### config.mk
export PLATFORM = sky130hd
export DESIGN_NAME = rf3w_writer
export DESIGN_NICKNAME = d
export VERILOG_FILES = /design/src/rtl/rf3w_pkg.sv /design/src/rtl/rf3w_frame_pack.sv /design/src/rtl/rf3w_shreg.sv /design/src/rtl/rf3w_phase_timer.sv /design/src/rtl/rf3w_writer.sv
export SDC_FILE = /design/constraint.sdc
export NUM_CORES = 1
export LEC_CHECK = 0
export BUFFER_PORTS_ARGS = -buffer_cell sky130_fd_sc_hd__buf_2
export CAP_MARGIN = 20
export CELL_PAD_IN_SITES_DETAIL_PLACEMENT = 1
export CELL_PAD_IN_SITES_GLOBAL_PLACEMENT = 2
export CORE_UTILIZATION = 30
export CTS_CLUSTER_SIZE = 12
export DETAILED_ROUTE_END_ITERATION = 16
export GPL_TIMING_DRIVEN = 0
export PLACE_DENSITY_LB_ADDON = 0.1
export REMOVE_ABC_BUFFERS = 1
export SYNTH_ARGS = -nofsm -noshare
export SYNTH_HDL_FRONTEND = slang
export SYNTH_HIERARCHICAL = 1
export SYNTH_SLANG_ARGS = --single-unit
### constraint.sdc
create_clock -name clk_i -period 5.26 [get_ports clk_i]
set_input_delay 0.263 -clock clk_i [delete_from_list [all_inputs] [get_ports clk_i]]
set_output_delay 0.263 -clock clk_i [all_outputs]
set_load 0.05 [all_outputs]
### src/rtl/rf3w_pkg.sv
package rf3w_pkg;
  localparam int FRAME_W = 32;
  localparam int LEN_W   = $clog2(FRAME_W + 1);
  localparam int CHIP_W  = 3;

  localparam int LEN_A  = 16;
  localparam int LEN_B  = 32;
  localparam int LEN_CD = 22;

  typedef enum logic [1:0] {ST_IDLE, ST_SETUP, ST_HIGH, ST_LOW} st_e;

  typedef struct packed {
    logic             ok;
    logic             lsb_first;
    logic [LEN_W-1:0] len;
  } fmt_t;
endpackage

### src/rtl/rf3w_frame_pack.sv
module rf3w_frame_pack
  import rf3w_pkg::*;
#(
  parameter int ADDR_W    = 8,
  parameter int VAL_W     = 24,
  parameter int A_ADDR_W  = 4,
  parameter int A_VAL_W   = 12,
  parameter int B_ADDR_W  = 7,
  parameter int B_VAL_W   = 24,
  parameter int CD_ADDR_W = 4,
  parameter int CD_VAL_W  = 18
) (
  input  logic [CHIP_W-1:0]  chip_i,
  input  logic [ADDR_W-1:0]  addr_i,
  input  logic [VAL_W-1:0]   val_i,
  output fmt_t               fmt_o,
  output logic [FRAME_W-1:0] word_o
);
  function automatic logic [FRAME_W-1:0] pack(input logic [ADDR_W-1:0] a,
                                              input logic [VAL_W-1:0] v,
                                              input int aw, input int vw);
    logic [FRAME_W-1:0] fa, fv;
    fa = FRAME_W'(a) & ((FRAME_W'(1) << aw) - FRAME_W'(1));
    fv = FRAME_W'(v) & ((FRAME_W'(1) << vw) - FRAME_W'(1));
    return fv | (fa << vw);
  endfunction

  logic [FRAME_W-1:0] raw, rev;

  always_comb begin
    fmt_o = '0;
    raw   = '0;
    unique case (chip_i)
      3'd0: begin
        fmt_o = '{ok: 1'b1, lsb_first: 1'b0, len: LEN_W'(LEN_A)};
        raw   = pack(addr_i, val_i, A_ADDR_W, A_VAL_W);
      end
      3'd1: begin
        fmt_o = '{ok: 1'b1, lsb_first: 1'b1, len: LEN_W'(LEN_B)};
        raw   = pack(addr_i, val_i, B_ADDR_W, B_VAL_W) | (FRAME_W'(1) << (LEN_B - 1));
      end
      3'd2, 3'd3: begin
        fmt_o = '{ok: 1'b1, lsb_first: 1'b0, len: LEN_W'(LEN_CD)};
        raw   = pack(addr_i, val_i, CD_ADDR_W, CD_VAL_W);
      end
      default: begin
        fmt_o = '0;
        raw   = '0;
      end
    endcase
  end

  for (genvar i = 0; i < FRAME_W; i++) begin : g_rev
    assign rev[i] = raw[FRAME_W-1-i];
  end

  // first bit to send always lands at the top
  assign word_o = fmt_o.lsb_first ? rev : (raw << (FRAME_W - int'(fmt_o.len)));
endmodule

### src/rtl/rf3w_shreg.sv
module rf3w_shreg #(
  parameter int W = 32
) (
  input  logic         clk_i,
  input  logic         rst_ni,
  input  logic         load_i,
  input  logic         shift_i,
  input  logic [W-1:0] word_i,
  output logic         bit_o
);
  logic [W-1:0] sh_q;

  always_ff @(posedge clk_i or negedge rst_ni) begin
    if (!rst_ni)      sh_q <= '0;
    else if (load_i)  sh_q <= word_i;
    else if (shift_i) sh_q <= {sh_q[W-2:0], 1'b0};
  end

  assign bit_o = sh_q[W-1];
endmodule

### src/rtl/rf3w_phase_timer.sv
module rf3w_phase_timer #(
  parameter int CNT_W = 3
) (
  input  logic             clk_i,
  input  logic             rst_ni,
  input  logic             load_i,
  input  logic [CNT_W-1:0] val_i,
  output logic             zero_o
);
  logic [CNT_W-1:0] cnt_q;

  always_ff @(posedge clk_i or negedge rst_ni) begin
    if (!rst_ni)         cnt_q <= '0;
    else if (load_i)     cnt_q <= val_i;
    else if (cnt_q != 0) cnt_q <= cnt_q - CNT_W'(1);
  end

  assign zero_o = (cnt_q == '0);
endmodule

### src/rtl/rf3w_writer.sv
module rf3w_writer
  import rf3w_pkg::*;
#(
  parameter int ADDR_W    = 8,
  parameter int VAL_W     = 24,
  parameter int SETUP_CYC = 2,
  parameter int HIGH_CYC  = 4,
  parameter int LOW_CYC   = 2,
  parameter int A_ADDR_W  = 4,
  parameter int A_VAL_W   = 12,
  parameter int B_ADDR_W  = 7,
  parameter int B_VAL_W   = 24,
  parameter int CD_ADDR_W = 4,
  parameter int CD_VAL_W  = 18
) (
  input  logic              clk_i,
  input  logic              rst_ni,
  input  logic              start_i,
  input  logic [2:0]        chip_i,
  input  logic [ADDR_W-1:0] addr_i,
  input  logic [VAL_W-1:0]  val_i,
  output logic              sdata_o,
  output logic              sclk_o,
  output logic              sen_o,
  output logic              busy_o,
  output logic              done_o,
  output logic              err_o
);
  localparam int MAX_AB  = (SETUP_CYC > HIGH_CYC) ? SETUP_CYC : HIGH_CYC;
  localparam int MAX_CYC = (MAX_AB > LOW_CYC) ? MAX_AB : LOW_CYC;
  localparam int TMR_W   = $clog2(MAX_CYC + 1);

  st_e                state_q, state_d;
  logic [LEN_W-1:0]   bits_q, bits_d;
  logic               done_q, done_d, err_q, err_d;
  logic               tmr_load, tmr_zero, sh_load, sh_shift, sh_bit;
  logic [TMR_W-1:0]   tmr_val;
  fmt_t               fmt;
  logic [FRAME_W-1:0] word;

  rf3w_frame_pack #(
    .ADDR_W(ADDR_W), .VAL_W(VAL_W),
    .A_ADDR_W(A_ADDR_W), .A_VAL_W(A_VAL_W),
    .B_ADDR_W(B_ADDR_W), .B_VAL_W(B_VAL_W),
    .CD_ADDR_W(CD_ADDR_W), .CD_VAL_W(CD_VAL_W)
  ) u_pack (
    .chip_i(chip_i), .addr_i(addr_i), .val_i(val_i),
    .fmt_o(fmt), .word_o(word)
  );

  rf3w_shreg #(.W(FRAME_W)) u_shreg (
    .clk_i(clk_i), .rst_ni(rst_ni), .load_i(sh_load), .shift_i(sh_shift),
    .word_i(word), .bit_o(sh_bit)
  );

  rf3w_phase_timer #(.CNT_W(TMR_W)) u_tmr (
    .clk_i(clk_i), .rst_ni(rst_ni), .load_i(tmr_load), .val_i(tmr_val),
    .zero_o(tmr_zero)
  );

  always_comb begin
    state_d  = state_q;
    bits_d   = bits_q;
    done_d   = 1'b0;
    err_d    = 1'b0;
    tmr_load = 1'b0;
    tmr_val  = '0;
    sh_load  = 1'b0;
    sh_shift = 1'b0;
    unique case (state_q)
      ST_IDLE: if (start_i) begin
        if (fmt.ok) begin
          state_d  = ST_SETUP;
          sh_load  = 1'b1;
          bits_d   = fmt.len;
          tmr_load = 1'b1;
          tmr_val  = TMR_W'(SETUP_CYC - 1);
        end else begin
          err_d = 1'b1;
        end
      end
      ST_SETUP: if (tmr_zero) begin
        state_d  = ST_HIGH;
        tmr_load = 1'b1;
        tmr_val  = TMR_W'(HIGH_CYC - 1);
      end
      ST_HIGH: if (tmr_zero) begin
        state_d  = ST_LOW;
        tmr_load = 1'b1;
        tmr_val  = TMR_W'(LOW_CYC - 1);
      end
      ST_LOW: if (tmr_zero) begin
        if (bits_q == LEN_W'(1)) begin
          state_d = ST_IDLE;
          done_d  = 1'b1;
        end else begin
          state_d  = ST_SETUP;
          sh_shift = 1'b1;
          bits_d   = bits_q - LEN_W'(1);
          tmr_load = 1'b1;
          tmr_val  = TMR_W'(SETUP_CYC - 1);
        end
      end
      default: state_d = ST_IDLE;
    endcase
  end

  always_ff @(posedge clk_i or negedge rst_ni) begin
    if (!rst_ni) begin
      state_q <= ST_IDLE;
      bits_q  <= '0;
      done_q  <= 1'b0;
      err_q   <= 1'b0;
    end else begin
      state_q <= state_d;
      bits_q  <= bits_d;
      done_q  <= done_d;
      err_q   <= err_d;
    end
  end

  assign busy_o  = (state_q != ST_IDLE);
  assign sen_o   = (state_q == ST_IDLE);
  assign sclk_o  = (state_q == ST_HIGH);
  assign sdata_o = busy_o & sh_bit;
  assign done_o  = done_q;
  assign err_o   = err_q;
endmodule

# After elaboration in Yosys (flattened, before gate mapping)

Index checks and enable logic that the tools add are counted.

Bits in registers: 45
Input port bits: 38
Output and inout port bits: 6
Word-level logic and storage cells: 79

$add $sub $neg: 3
Eq/ne operators: 13
Shift operators: 1
Muxes and demuxes: 40
Bitwise operators: 4
Reductions and logical operators: 12

Operators with widths:

| kind                                                | number |
|---|---|
| two-way mux 32 bit                                  | 3 |
| case mux 32 bit (3 select lines)                    | 1 |
| << shifter 32 x 32 -> 32 bit                        | 1 |
| bitwise OR 24 x 31 -> 31 bit                        | 1 |
| two-way mux 6 bit                                   | 4 |
| case mux 8 bit (3 select lines)                     | 1 |
| bitwise OR 18 x 22 -> 22 bit                        | 1 |
| two-way mux 1 bit                                   | 19 |
| bitwise OR 12 x 16 -> 16 bit                        | 1 |
| two-way mux 2 bit                                   | 6 |
| case mux 3 bit (4 select lines)                     | 1 |
| case mux 6 bit (2 select lines)                     | 1 |
| AND reduction 5 bit                                 | 2 |
| != test 2 bit, second input constant                | 4 |
| case mux 2 bit (4 select lines)                     | 1 |
| nonzero test 2 bit                                  | 4 |
| subtractor 6 x 6 -> 7 bit, first input constant     | 1 |
| equality test 3 x 2 -> 1 bit, second input constant | 2 |
| equality test 6 x 1 -> 1 bit, second input constant | 1 |
| zero test 3 bit                                     | 2 |
| two-way mux 3 bit                                   | 2 |
| subtractor 6 x 1 -> 6 bit, second input constant    | 1 |
| equality test 2 bit, second input constant          | 2 |
| != test 2 x 1 -> 1 bit, second input constant       | 2 |
| other kinds (8)                                     | 9 |

# Depth between registers and ports, before layout

Gate-level depths: netlist (run 1).

Depth after elaboration: 7
Gate-level depth with buffers: 11
Depth with buffers taken out: 10

# Modules after synthesis

Netlist (run 1), hierarchy kept.

Modules (own cells, without submodules):

| module           | instances | cells each | area each (sq um) | seq. area each (sq um) |
|---|---|---|---|---|
| rf3w_shreg       | 1         | 139        | 1512.7            | 800.8 |
| rf3w_frame_pack  | 1         | 111        | 802.0             | 0.0 |
| rf3w_writer      | 1         | 84         | 789.5             | 250.2 |
| rf3w_phase_timer | 1         | 21         | 201.4             | 75.1 |

# Worst setup path before layout (run 1)

OpenSTA, ideal clock, no wires.

Kind: reg-to-reg
Start point: register state_q[0]
End point: register u_shreg.sh_q[11]
Setup time: 0.132 ns
Arrival time: 2.238 ns
Required time: 5.128 ns
Slack: 2.890 ns
Cell stages (with the launch flop): 8
Buffers on the path: 2
Period minus slack after synthesis: 2.370 ns
Path through: dfrtp_1 > inv_1 > ha_1 > inv_1 > nor2_1 > buf_4 > clkbuf_1 > o21ai_1

Longest elaborated chain between the ends: 3
Elaborated cells on any way between the ends: 6
Those cells by class: eq/ne: 1; mux: 3; reduce/logical: 2

Ends and longest elaborated chain:

| what                                                            | RTL line           | RTL |
|---|---|---|
| start, declared                                                 | rf3w_writer.sv:33  | `st_e state_q, state_d;` |
| start signal, assigned                                          | rf3w_writer.sv:115 | `state_q <= state_d;` |
| zero test 2 bit *                                               | --                 |  |
| named net sen_o                                                 | rf3w_writer.sv:24  | `output logic sen_o,` |
| two-way mux 1 bit *                                             | rf3w_writer.sv:70  | `unique case (state_q)` |
| named net sh_load                                               | rf3w_writer.sv:36  | `logic tmr_load, tmr_zero, sh_load, sh_shift, sh_bit;` |
| two-way mux 32 bit / nonzero test 2 bit (equally long branches) | --                 |  |
| end signal, assigned                                            | rf3w_shreg.sv:15   | `else if (load_i) sh_q <= word_i;` |
| end signal, assigned                                            | rf3w_shreg.sv:16   | `else if (shift_i) sh_q <= {sh_q[W-2:0], 1'b0};` |
| end, declared                                                   | rf3w_shreg.sv:11   | `logic [W-1:0] sh_q;` |

The timed path passes the listed nets; every way through them passes the cells marked *.
A chain may end at the register's enable or synchronous reset.

# Worst setup path in the final report (run 1)

Start point: register state_q[1]
End point: register u_shreg.sh_q[1]

Longest elaborated chain between the ends: 3
Elaborated cells on any way between the ends: 6
Those cells by class: eq/ne: 1; mux: 3; reduce/logical: 2

Ends and longest elaborated chain:

| what                                | RTL line |
|---|---|
| equality test 2 bit                 | rf3w_writer.sv:70 |
| two-way mux 1 bit                   | rf3w_writer.sv:70 |
| named net sh_shift                  | rf3w_writer.sv:36 |
| nonzero test 2 bit (no source line) | -- |

The timed path passes the listed nets, and every way through them passes these cells.

==> out/qor.txt, run 1 <==
io pins = 44
Worst Hold Class = input pin to flop
GR Overflow Total = 0
crit-path max FO = 19
H-tree depth = 2
Max Cap Violations = 0
worst hold slack = 0.197 ns
critical path data arrival time = 2.96 ns
critical path type = flop to flop
Power Density = 430 nW/um^2
Syn-to-layout area delta = 9.71%
setup TNS = 0 ns
yosys warns = 6
die width = 107 um
later-pin clock latency in the skew report = 0.31 ns
vias in the first global route = 2710
DP Area = 3530 um^2
Worst VDD drop = 0.000143 V
Mapped Cells = 354
core area = 10500 um^2
Synth Area per Inst = 9.32 um^2
non-filler cells, final = 519
Num CTS Buffers = 5
Power Total = 1.55 mW
# placed instances = 510
CP Launch Type = flop
CTS root buf = clkbuf_8
antenna violations before repair = 0
CTS tree = built
Setup Fix Bufs, Post-CTS = 0
Resized cells post-CTS = 0
Final ANT Viol Nets = 0
Worst-path clk slew = 0.09 ns
GRT Overall Usage = 16.5%
pre-CTS setup slack = 2.39 ns
# setup viols final = 0
share of cells above drive strength 1 = 19.6%
CTS Hold Bufs = 1
Critical path origin = state_q[1]
hold path depth = 3
Worst Setup Slack, final = 2.50 ns
RR Startpoint = state_q[1]
Worst EP required = 5.46 ns
Worst Tran Pin Value = 0.828 ns
Core Rows = 37
status = completed
total clock sinks = 45
CP endpoint kind = flop
final hold vios = 0
maximum root-to-sink buffer count = 2
Final Core Density = 34.4%
post-layout instance area = 3620 um^2
initial DRC count = 95
CP Capture Point = u_shreg/sh_q[1]
DRC errors left = 0
worst r2r path cells = 6
first-pass GRT wire length = 14500 um
router iterations before antenna repair = 4
WL final = 8930 um
Final nets = 430
Tmin final = 2.76 ns
Die Area = 11400 um^2
Ant. Diodes = 0
largest net degree at the start of global routing = 45
post-synth design cell area = 3300 um^2
Static Leak = 1.53 nW
worst reg-to-reg setup slack = 2.50 ns
GPL Wtd Cong = 0.789
number of port buffers = 42
RSZ-0062 raised after global routing = false
Reg-to-Reg End = u_shreg/sh_q[1]
slew margin rel. = 44.3%
Clock Skews = 0.0111 ns
Routed WL per cell = 17.2 um
Max Slew Vio Count = 0
Initial Util = 31.4%
Period Utilization, post-route = 52.5%
post-detail-place hpwl = 6690 um
DR vias/cell = 5.13
highest clock rate = 362 MHz
via count = 2662
Vert. Die Dim = 107 um
-- worst max-delay path, cell delays in order (launching register included) --
cell and delay (ns):
dfrtp_1 0.43, ha_1 0.68, a21boi_1 0.43, and2_2 0.55, buf_16 0.24, mux2i_1 0.24
o21ai_2 0.06
-- cell usage in the layout (no fill, tap or decap), types with 3 or more instances in the layout --
cell       n
o21ai_0    8
nand2_1   44
a31oi_1    8
clkbuf_8   5
conb_1     3
nor2b_1    8
nand2b_1   8
and2_1    10
a22o_1    13
a21oi_2    4
mux2i_1   38
dfrtp_1   45
ha_1      10
nand3_1    5
inv_1     16
mux2_2     3
buf_2     42
o21ai_2    3
a22oi_1    7
nor3_1     5
a21o_1     7
nor2_1    10
o31ai_1    9
o21ai_1   30
a221oi_1   4
-- metal layers --
metal | GRT usage [%] | share of wire [%] | vias up | routed length [um]
li1 | - | - | 1321 | -
met1 | 23.4 | 49 | 1289 | 4420
met2 | 25.4 | 45 | 44 | 4010
met3 | 2.86 | 4.4 | 8 | 392
met4 | 4.99 | 1.2 | 0 | 109
met5 | 0 | 0 | - | 0
-- final cells by class --
type,count,area (um^2)
inverters,17,68.8
well taps,136,170
fillers,1233,6890
clock inverters,2,10.0
clock buffers,6,72.6
multi-input cells,266,1880
flip-flops and latches,45,1130
repair buffers,47,295
-- power breakdown --
| group | internal, mW | total, mW | switching [mW] |
|---|---|---|---|
| clock network | 0.0925 | 0.221 | 0.129 |
| registers | 0.492 | 0.598 | 0.106 |
| logic | 0.307 | 0.736 | 0.429 |
| total | 0.891 | 1.55 | 0.664 |
-- how the worst min path moves through the flow --
| stage | startpoint | endpoint | slack [ns] |
|---|---|---|---|
| after global placement | start_i | err_o | 0.52 |
| after CTS | start_i | err_o | 0.19 |
| final | start_i | err_o | 0.20 |
| after global routing | start_i | err_o | 0.20 |
| after detailed placement | rst_ni | u_tmr/cnt_q[2] | 0.22 |
| after floorplan | rst_ni | bits_q[0] | -0.03 |
-- flip-flops by register name (all words and copies together) (netlist names) --
register / flops
u_tmr/cnt_q: 3
u_shreg/sh_q: 32
done_o: 1
bits_q: 6
state_q: 2
err_o: 1
No activity file was read; power rests on OpenSTA's default activity.
==> run 2: changes to the inputs <==
==> constraint.sdc (replaced) <==
create_clock -name clk_i -period 2.6 [get_ports clk_i]
set_input_delay 0.13 -clock clk_i [delete_from_list [all_inputs] [get_ports clk_i]]
set_output_delay 0.13 -clock clk_i [all_outputs]
set_load 0.05 [all_outputs]
==> out/qor.txt, run 2 (synthesized netlist as in run 1, its figures left out) <==
CTS root buf = clkbuf_8 (unchanged)
first-pass GRT wire length = 14500 um (unchanged)
Final Core Density = 34.5% (was 34.4%)
DP Area = 3530 um^2 (unchanged)
Static Leak = 1.53 nW (about the same)
Clock Power Share = 14.2% (about the same)
Psw = 1.35 mW (was 0.664 mW)
non-filler cells, final = 519 (unchanged)
antenna violations before repair = 0 (unchanged)
total clock sinks = 45 (unchanged)
Flop pwr share = 38.3% (was 38.4%)
Num CTS Buffers = 5 (unchanged)
Routed WL per cell = 17.4 um (was 17.2 um)
Critical path origin = state_q[1] (unchanged)
Ant. Diodes = 0 (unchanged)
# placed instances = 510 (unchanged)
Clock Skews = 0.0108 ns (was 0.0111 ns)
DRC errors left = 0 (unchanged)
Die Area = 11400 um^2 (unchanged)
DR vias/cell = 5.16 (was 5.13)
GR Overflow Total = 0 (unchanged)
RR Startpoint = state_q[1] (unchanged)
router iterations before antenna repair = 4 (unchanged)
Worst Hold Class = input pin to flop (unchanged)
critical path type = flop to flop (unchanged)
CP max stage cell = ha_2 (was ha_1)
Final nets = 430 (unchanged)
CP endpoint kind = flop (unchanged)
Worst Tran Pin Value = 0.552 ns (was 0.828 ns)
Initial Util = 31.4% (unchanged)
# setup viols final = 0 (unchanged)
later-pin clock latency in the skew report = 0.31 ns (about the same)
Int Pwr = 1.81 mW (was 0.891 mW)
Period Utilization, post-route = 91.9% (was 52.5%)
RSZ-0062 raised after global routing = false (unchanged)
Worst VDD drop = 0.000292 V (was 0.000143 V)
switch share = 42.8% (was 42.7%)
GRT Overall Usage = 16.5% (unchanged)
core area = 10500 um^2 (unchanged)
final hold vios = 0 (unchanged)
Worst EP required = 2.80 ns (was 5.46 ns)
io pins = 44 (unchanged)
max reg flops = 32 (unchanged)
Power Density = 870 nW/um^2 (was 430 nW/um^2)
number of port buffers = 42 (unchanged)
hold path endpoint = err_o (unchanged)
CP Launch Type = flop (unchanged)
most common cell after layout, fill and taps aside = dfrtp_1 (unchanged)
vias in the first global route = 2710 (unchanged)
Tmin final = 2.39 ns (was 2.76 ns)
Reg-to-Reg End = u_shreg/sh_q[1] (unchanged)
Worst-path clk slew = 0.09 ns (about the same)
Core Rows = 37 (unchanged)
largest net degree at the start of global routing = 45 (unchanged)
Max Cap Violations = 0 (unchanged)
hold path depth = 3 (unchanged)
highest clock rate = 419 MHz (was 362 MHz)
combinational share of power = 47.5% (was 47.3%)
via count = 2676 (was 2662)
WL final = 9020 um (was 8930 um)
Top Registers = u_shreg/sh_q x32, bits_q x6, u_tmr/cnt_q x3 (unchanged)
worst reg-to-reg setup slack = 0.21 ns (was 2.50 ns)
share of cells above drive strength 1 = 20.1% (was 19.6%)
Largest stage delay, worst path = 0.48 ns (was 0.68 ns)
commonest non-fill, non-tap cells in the layout = dfrtp_1, nand2_1, buf_2 (unchanged)
post-layout instance area = 3630 um^2 (was 3620 um^2)
maximum root-to-sink buffer count = 2 (unchanged)
die width = 107 um (unchanged)
H-tree depth = 2 (unchanged)
post-detail-place hpwl = 6690 um (unchanged)
min-delay src = start_i (unchanged)
status = completed (unchanged)
CTS tree = built (unchanged)
Syn-to-layout area delta = 10.0% (was 9.71%)
worst r2r path cells = 6 (unchanged)
worst-path cell chain = ha_2, a21boi_1, and2_4, buf_16, mux2i_1, o21ai_2 (was ha_1, a21boi_1, and2_2, buf_16, mux2i_1, o21ai_2)
Vert. Die Dim = 107 um (unchanged)
slew margin rel. = 62.9% (was 44.3%)
GPL Wtd Cong = 0.789 (unchanged)
crit-path max FO = 19 (unchanged)
Final ANT Viol Nets = 0 (unchanged)
Max Slew Vio Count = 0 (unchanged)
Largest Register = u_shreg/sh_q (unchanged)
initial DRC count = 113 (was 95)
critical path data arrival time = 2.58 ns (was 2.96 ns)
worst hold slack = 0.0634 ns (was 0.197 ns)
==> run 2: cell counts in the layout (fill, tap and decap cells not counted) <==
Identical to the previous run, type by type.
==> run 2: worst max-delay path by stage <==
| stage | endpoint | depth (start not counted) |
|---|---|---|
| after floorplan | u_shreg/sh_q[29] | 5 |
| after detailed placement | u_shreg/sh_q[9] | 6 |
| after global placement | u_shreg/sh_q[29] | 5 |
| final | u_shreg/sh_q[1] | 6 |
| after global routing | u_shreg/sh_q[8] | 6 |
| after CTS | u_shreg/sh_q[9] | 6 |
==> run 2: per-stage QoR <==
stage / power (mW) / setup slack [ns] / setup TNS [ns]
after detailed placement: 2.74 / -0.196 / -3.40
final: 3.16 / 0.211 / 0
after global routing: 3.43 / 0.0249 / 0
after floorplan: 2.30 / -1.53 / -45.45
after CTS: 3.21 / 0.00918 / 0
after global placement: 2.66 / -2.00 / -59.66
==> run 2: final cells by class <==
cell class / instances / area (um^2)
clock inverter: 2 / 10.0
sequential: 45 / 1130
tap: 136 / 170
multi-input combinational: 266 / 1890
inverter: 17 / 68.8
clock buffer: 6 / 72.6
fill: 1232 / 6880
timing repair buffer: 47 / 295
==> run 2: critical path, delay by kind of cell, from the launching register on <==
| family | cells | cell delay, ns |
|---|---|---|
| and+or+nand+nor | 1 | 0.40 |
| DFF | 1 | 0.43 |
| muxes | 1 | 0.24 |
| adders and majority gates | 1 | 0.48 |
| AOI/OAI and AO/OA | 2 | 0.48 |
| buffers and inverters | 1 | 0.22 |
==> run 2: routing by layer <==
metal / vias to the layer above / routed length (um) / share of wire (%) / GRT usage, %
li1: 1321 / - / - / -
met5: - / 0 / 0 / 0
met3: 8 / 372 / 4.1 / 2.86
met4: 0 / 109 / 1.2 / 4.99
met1: 1295 / 4570 / 51 / 23.4
met2: 52 / 3970 / 44 / 25.4
==> run 2: power groups by stage <==
stage	Clock, mW	Sequential, mW	Combinational, mW
after floorplan	0	1.16	1.14
after global placement	0	1.22	1.44
after detailed placement	0	1.23	1.51
after CTS	0.481	1.22	1.52
after global routing	0.498	1.25	1.67
final	0.447	1.21	1.50
==> run 2: timing repair <==
action                                 CTS  global route
resized for setup                        1             2
buffers inserted                         0             0
hold buffers                             1             0
endpoints found under the hold margin   13             0
setup endpoints to repair               18            21
==> run 3: changes to the inputs <==
--- a/config.mk
+++ b/config.mk
@@ -17,5 +17,4 @@
 export REMOVE_ABC_BUFFERS = 1
 export SYNTH_ARGS = -nofsm -noshare
 export SYNTH_HDL_FRONTEND = slang
-export SYNTH_HIERARCHICAL = 1
 export SYNTH_SLANG_ARGS = --single-unit
==> out/qor.txt, run 3 <==
Setup Fix Bufs, Post-CTS = 0 (unchanged)
Worst Hold Class = input pin to flop (unchanged)
CTS root buf = clkbuf_8 (unchanged)
vias in the first global route = 2843 (was 2710)
Max Cap Violations = 0 (unchanged)
Period Utilization, post-route = 92.2% (was 91.9%)
post-detail-place hpwl = 6910 um (was 6690 um)
Int Pwr = 1.97 mW (was 1.81 mW)
CP Launch Type = input pin (was flop)
maximum root-to-sink buffer count = 2 (unchanged)
crit-path max FO = 21 (was 19)
Final ANT Viol Nets = 0 (unchanged)
Seq/Total Area, Yosys = 37.8%
later-pin clock latency in the skew report = 0.30 ns (was 0.31 ns)
GRT Overall Usage = 20.2% (was 16.5%)
Core Rows = 35 (was 37)
Worst-path clk slew = 0.09 ns (about the same)
slew margin rel. = 32.3% (was 62.9%)
DR vias/cell = 5.59 (was 5.16)
yosys warns = 0 (was 6)
WL final = 9560 um (was 9020 um)
final hold vios = 0 (unchanged)
DRC errors left = 0 (unchanged)
top_reg_cell synth = dfrtp_1
Tmin final = 2.40 ns (was 2.39 ns)
Power Density = 967 nW/um^2 (was 870 nW/um^2)
Num CTS Buffers = 5 (unchanged)
total clock sinks = 45 (unchanged)
Largest Register = u_shreg.sh_q (was u_shreg/sh_q)
cell accounting for the most synthesized area = dfrtp_1
largest net degree at the start of global routing = 38 (was 45)
commonest non-fill, non-tap cells in the layout = dfrtp_1, buf_2, nand2_1 (was dfrtp_1, nand2_1, buf_2)
router iterations before antenna repair = 4 (unchanged)
Psw = 1.39 mW (was 1.35 mW)
critical path type = input pin to flop (was flop to flop)
Area contributors post-synth = dfrtp_1, mux2i_1, nand2_1
Routed WL per cell = 19.6 um (was 17.4 um)
switch share = 41.3% (was 42.8%)
Vert. Die Dim = 102 um (was 107 um)
Syn-to-layout area delta = 16.7% (was 10.0%)
GPL Wtd Cong = 0.759 (was 0.789)
Top Registers = u_shreg.sh_q x32, bits_q x6, u_tmr.cnt_q x3 (was u_shreg/sh_q x32, bits_q x6, u_tmr/cnt_q x3)
most common library cells after synthesis = dfrtp_1, nand2_1, mux2i_1, a21oi_1, a31oi_1
critical path data arrival time = 2.60 ns (was 2.58 ns)
most common cell in the synthesized netlist = dfrtp_1
combinational share of power = 46.6% (was 47.5%)
number of port buffers = 42 (unchanged)
Synth Register Bits = 45
Worst EP required = 2.80 ns (about the same)
max reg flops = 32 (unchanged)
setup TNS = 0 ns (unchanged)
Ant. Diodes = 0 (unchanged)
first-pass GRT wire length = 15800 um (was 14500 um)
share of cells above drive strength 1 = 19.8% (was 20.1%)
RSZ-0062 raised after global routing = false (unchanged)
io pins = 44 (unchanged)
Clock Skews = 0.00986 ns (was 0.0108 ns)
post-synth top area share = 37.8%
die width = 102 um (was 107 um)
core area = 9420 um^2 (was 10500 um^2)
H-tree depth = 2 (unchanged)
# setup viols final = 0 (unchanged)
initial DRC count = 85 (was 113)
Flop pwr share = 36.5% (was 38.3%)
Post-synth EDFFs = 0
ys async rst share = 100%
Max Slew Vio Count = 0 (unchanged)
Power Total = 3.36 mW (was 3.16 mW)
count of cell types in the netlist = 54
post-synth design cell area = 2980 um^2 (was 3300 um^2)
Worst VDD drop = 0.000343 V (was 0.000292 V)
antenna violations before repair = 0 (unchanged)
Mapped Cells = 328 (was 354)
status = completed (unchanged)
highest clock rate = 417 MHz (was 419 MHz)
Final nets = 405 (was 430)
Static Leak = 1.49 nW (was 1.53 nW)
CTS tree = built (unchanged)
via count = 2727 (was 2676)
Clock Power Share = 16.9% (was 14.2%)
Initial Util = 31.6% (was 31.4%)
CP endpoint kind = flop (unchanged)
GR Overflow Total = 0 (unchanged)
Die Area = 10300 um^2 (was 11400 um^2)
most common cell after layout, fill and taps aside = dfrtp_1 (unchanged)
worst hold slack = 0.140 ns (was 0.0634 ns)
Worst Tran Pin Value = 1.01 ns (was 0.552 ns)
Synth Area per Inst = 9.07 um^2 (was 9.32 um^2)
-- run 3: path summary, 6_finish.rpt --
path / from / endpoint / slack, ns / cells after the start
worst min register to register: bits_q[4] / bits_q[4] / 0.51 / 2
max in group asynchronous: rst_ni / u_shreg.sh_q[28] / 1.74 / 3
worst min-delay path: val_i[2] / u_shreg.sh_q[2] / 0.14 / 3
worst max-delay path: chip_i[0] / u_shreg.sh_q[28] / 0.20 / 8
min in group asynchronous: rst_ni / bits_q[2] / 0.32 / 2
worst max register to register: state_q[1] / bits_q[5] / 0.23 / 5
-- run 3: worst max-delay path, cell delays in order --
cell and delay (ns):
buf_2 0.35, nor2b_2 0.41, buf_8 0.22, or2_2 0.13, ha_2 0.36, nor4b_4 0.53
a221oi_1 0.19, a221oi_2 0.25
-- run 3: cells by family after synthesis --
family          Yosys count  synth area share, %
compound gates          105                 25.1
buf+inv                  37                 6.01
xor+xnor                  1                0.294
flops                    45                 37.8
fa+ha+maj                 9                 3.78
simple gates            108                 19.1
mux                      23                 7.82
-- run 3: what timing repair did --
action | 4_1_cts | 5_1_grt
gates cloned | 1 | 0
setup endpoints to repair | 14 | 14
pin swaps | 1 | 0
hold buffers | 1 | 0
resized for setup | 4 | 4
endpoints found under the hold margin | 17 | 0
-- run 3: through the flow --
stage | setup slack (ns) | area, um^2 | std cells | utilization [%]
finish | 0.204 | 3470 | 488 | 36.9
global route | 0.00683 | 3470 | 488 | 36.9
CTS | 0.0843 | 3450 | 488 | 36.7
detailed placement | -0.452 | 3300 | 478 | 35.0
global placement | -1.53 | 3210 | 473 | 34.1
floorplan | -0.462 | 2840 | 302 | -
-- run 3: area by class of cell --
cell class	instances	area [um^2]
fillers	1109	5940
multi-input cells	247	1730
flip-flops and latches	45	1130
repair buffers	48	300
well taps	129	161
clock buffers	7	86.3
inverters	11	41.3
clock inverters	1	30.0
-- run 3: power by group through the flow --
| stage | sequential [mW] | combinational (mW) | clock (mW) |
|---|---|---|---|
| finish | 1.23 | 1.56 | 0.567 |
| global route | 1.27 | 1.78 | 0.611 |
| CTS | 1.23 | 1.58 | 0.586 |
| detailed placement | 1.24 | 1.56 | 0 |
| global placement | 1.23 | 1.50 | 0 |
| floorplan | 1.19 | 1.14 | 0 |
-- run 3: routing by layer --
metal / GRT usage, % / up-vias / routed length, um
li1: - / 1305 / -
met1: 27.5 / 1376 / 4630
met2: 34.2 / 40 / 4690
met3: 2.48 / 6 / 157
met4: 4.12 / 0 / 80
met5: 0 / - / 0
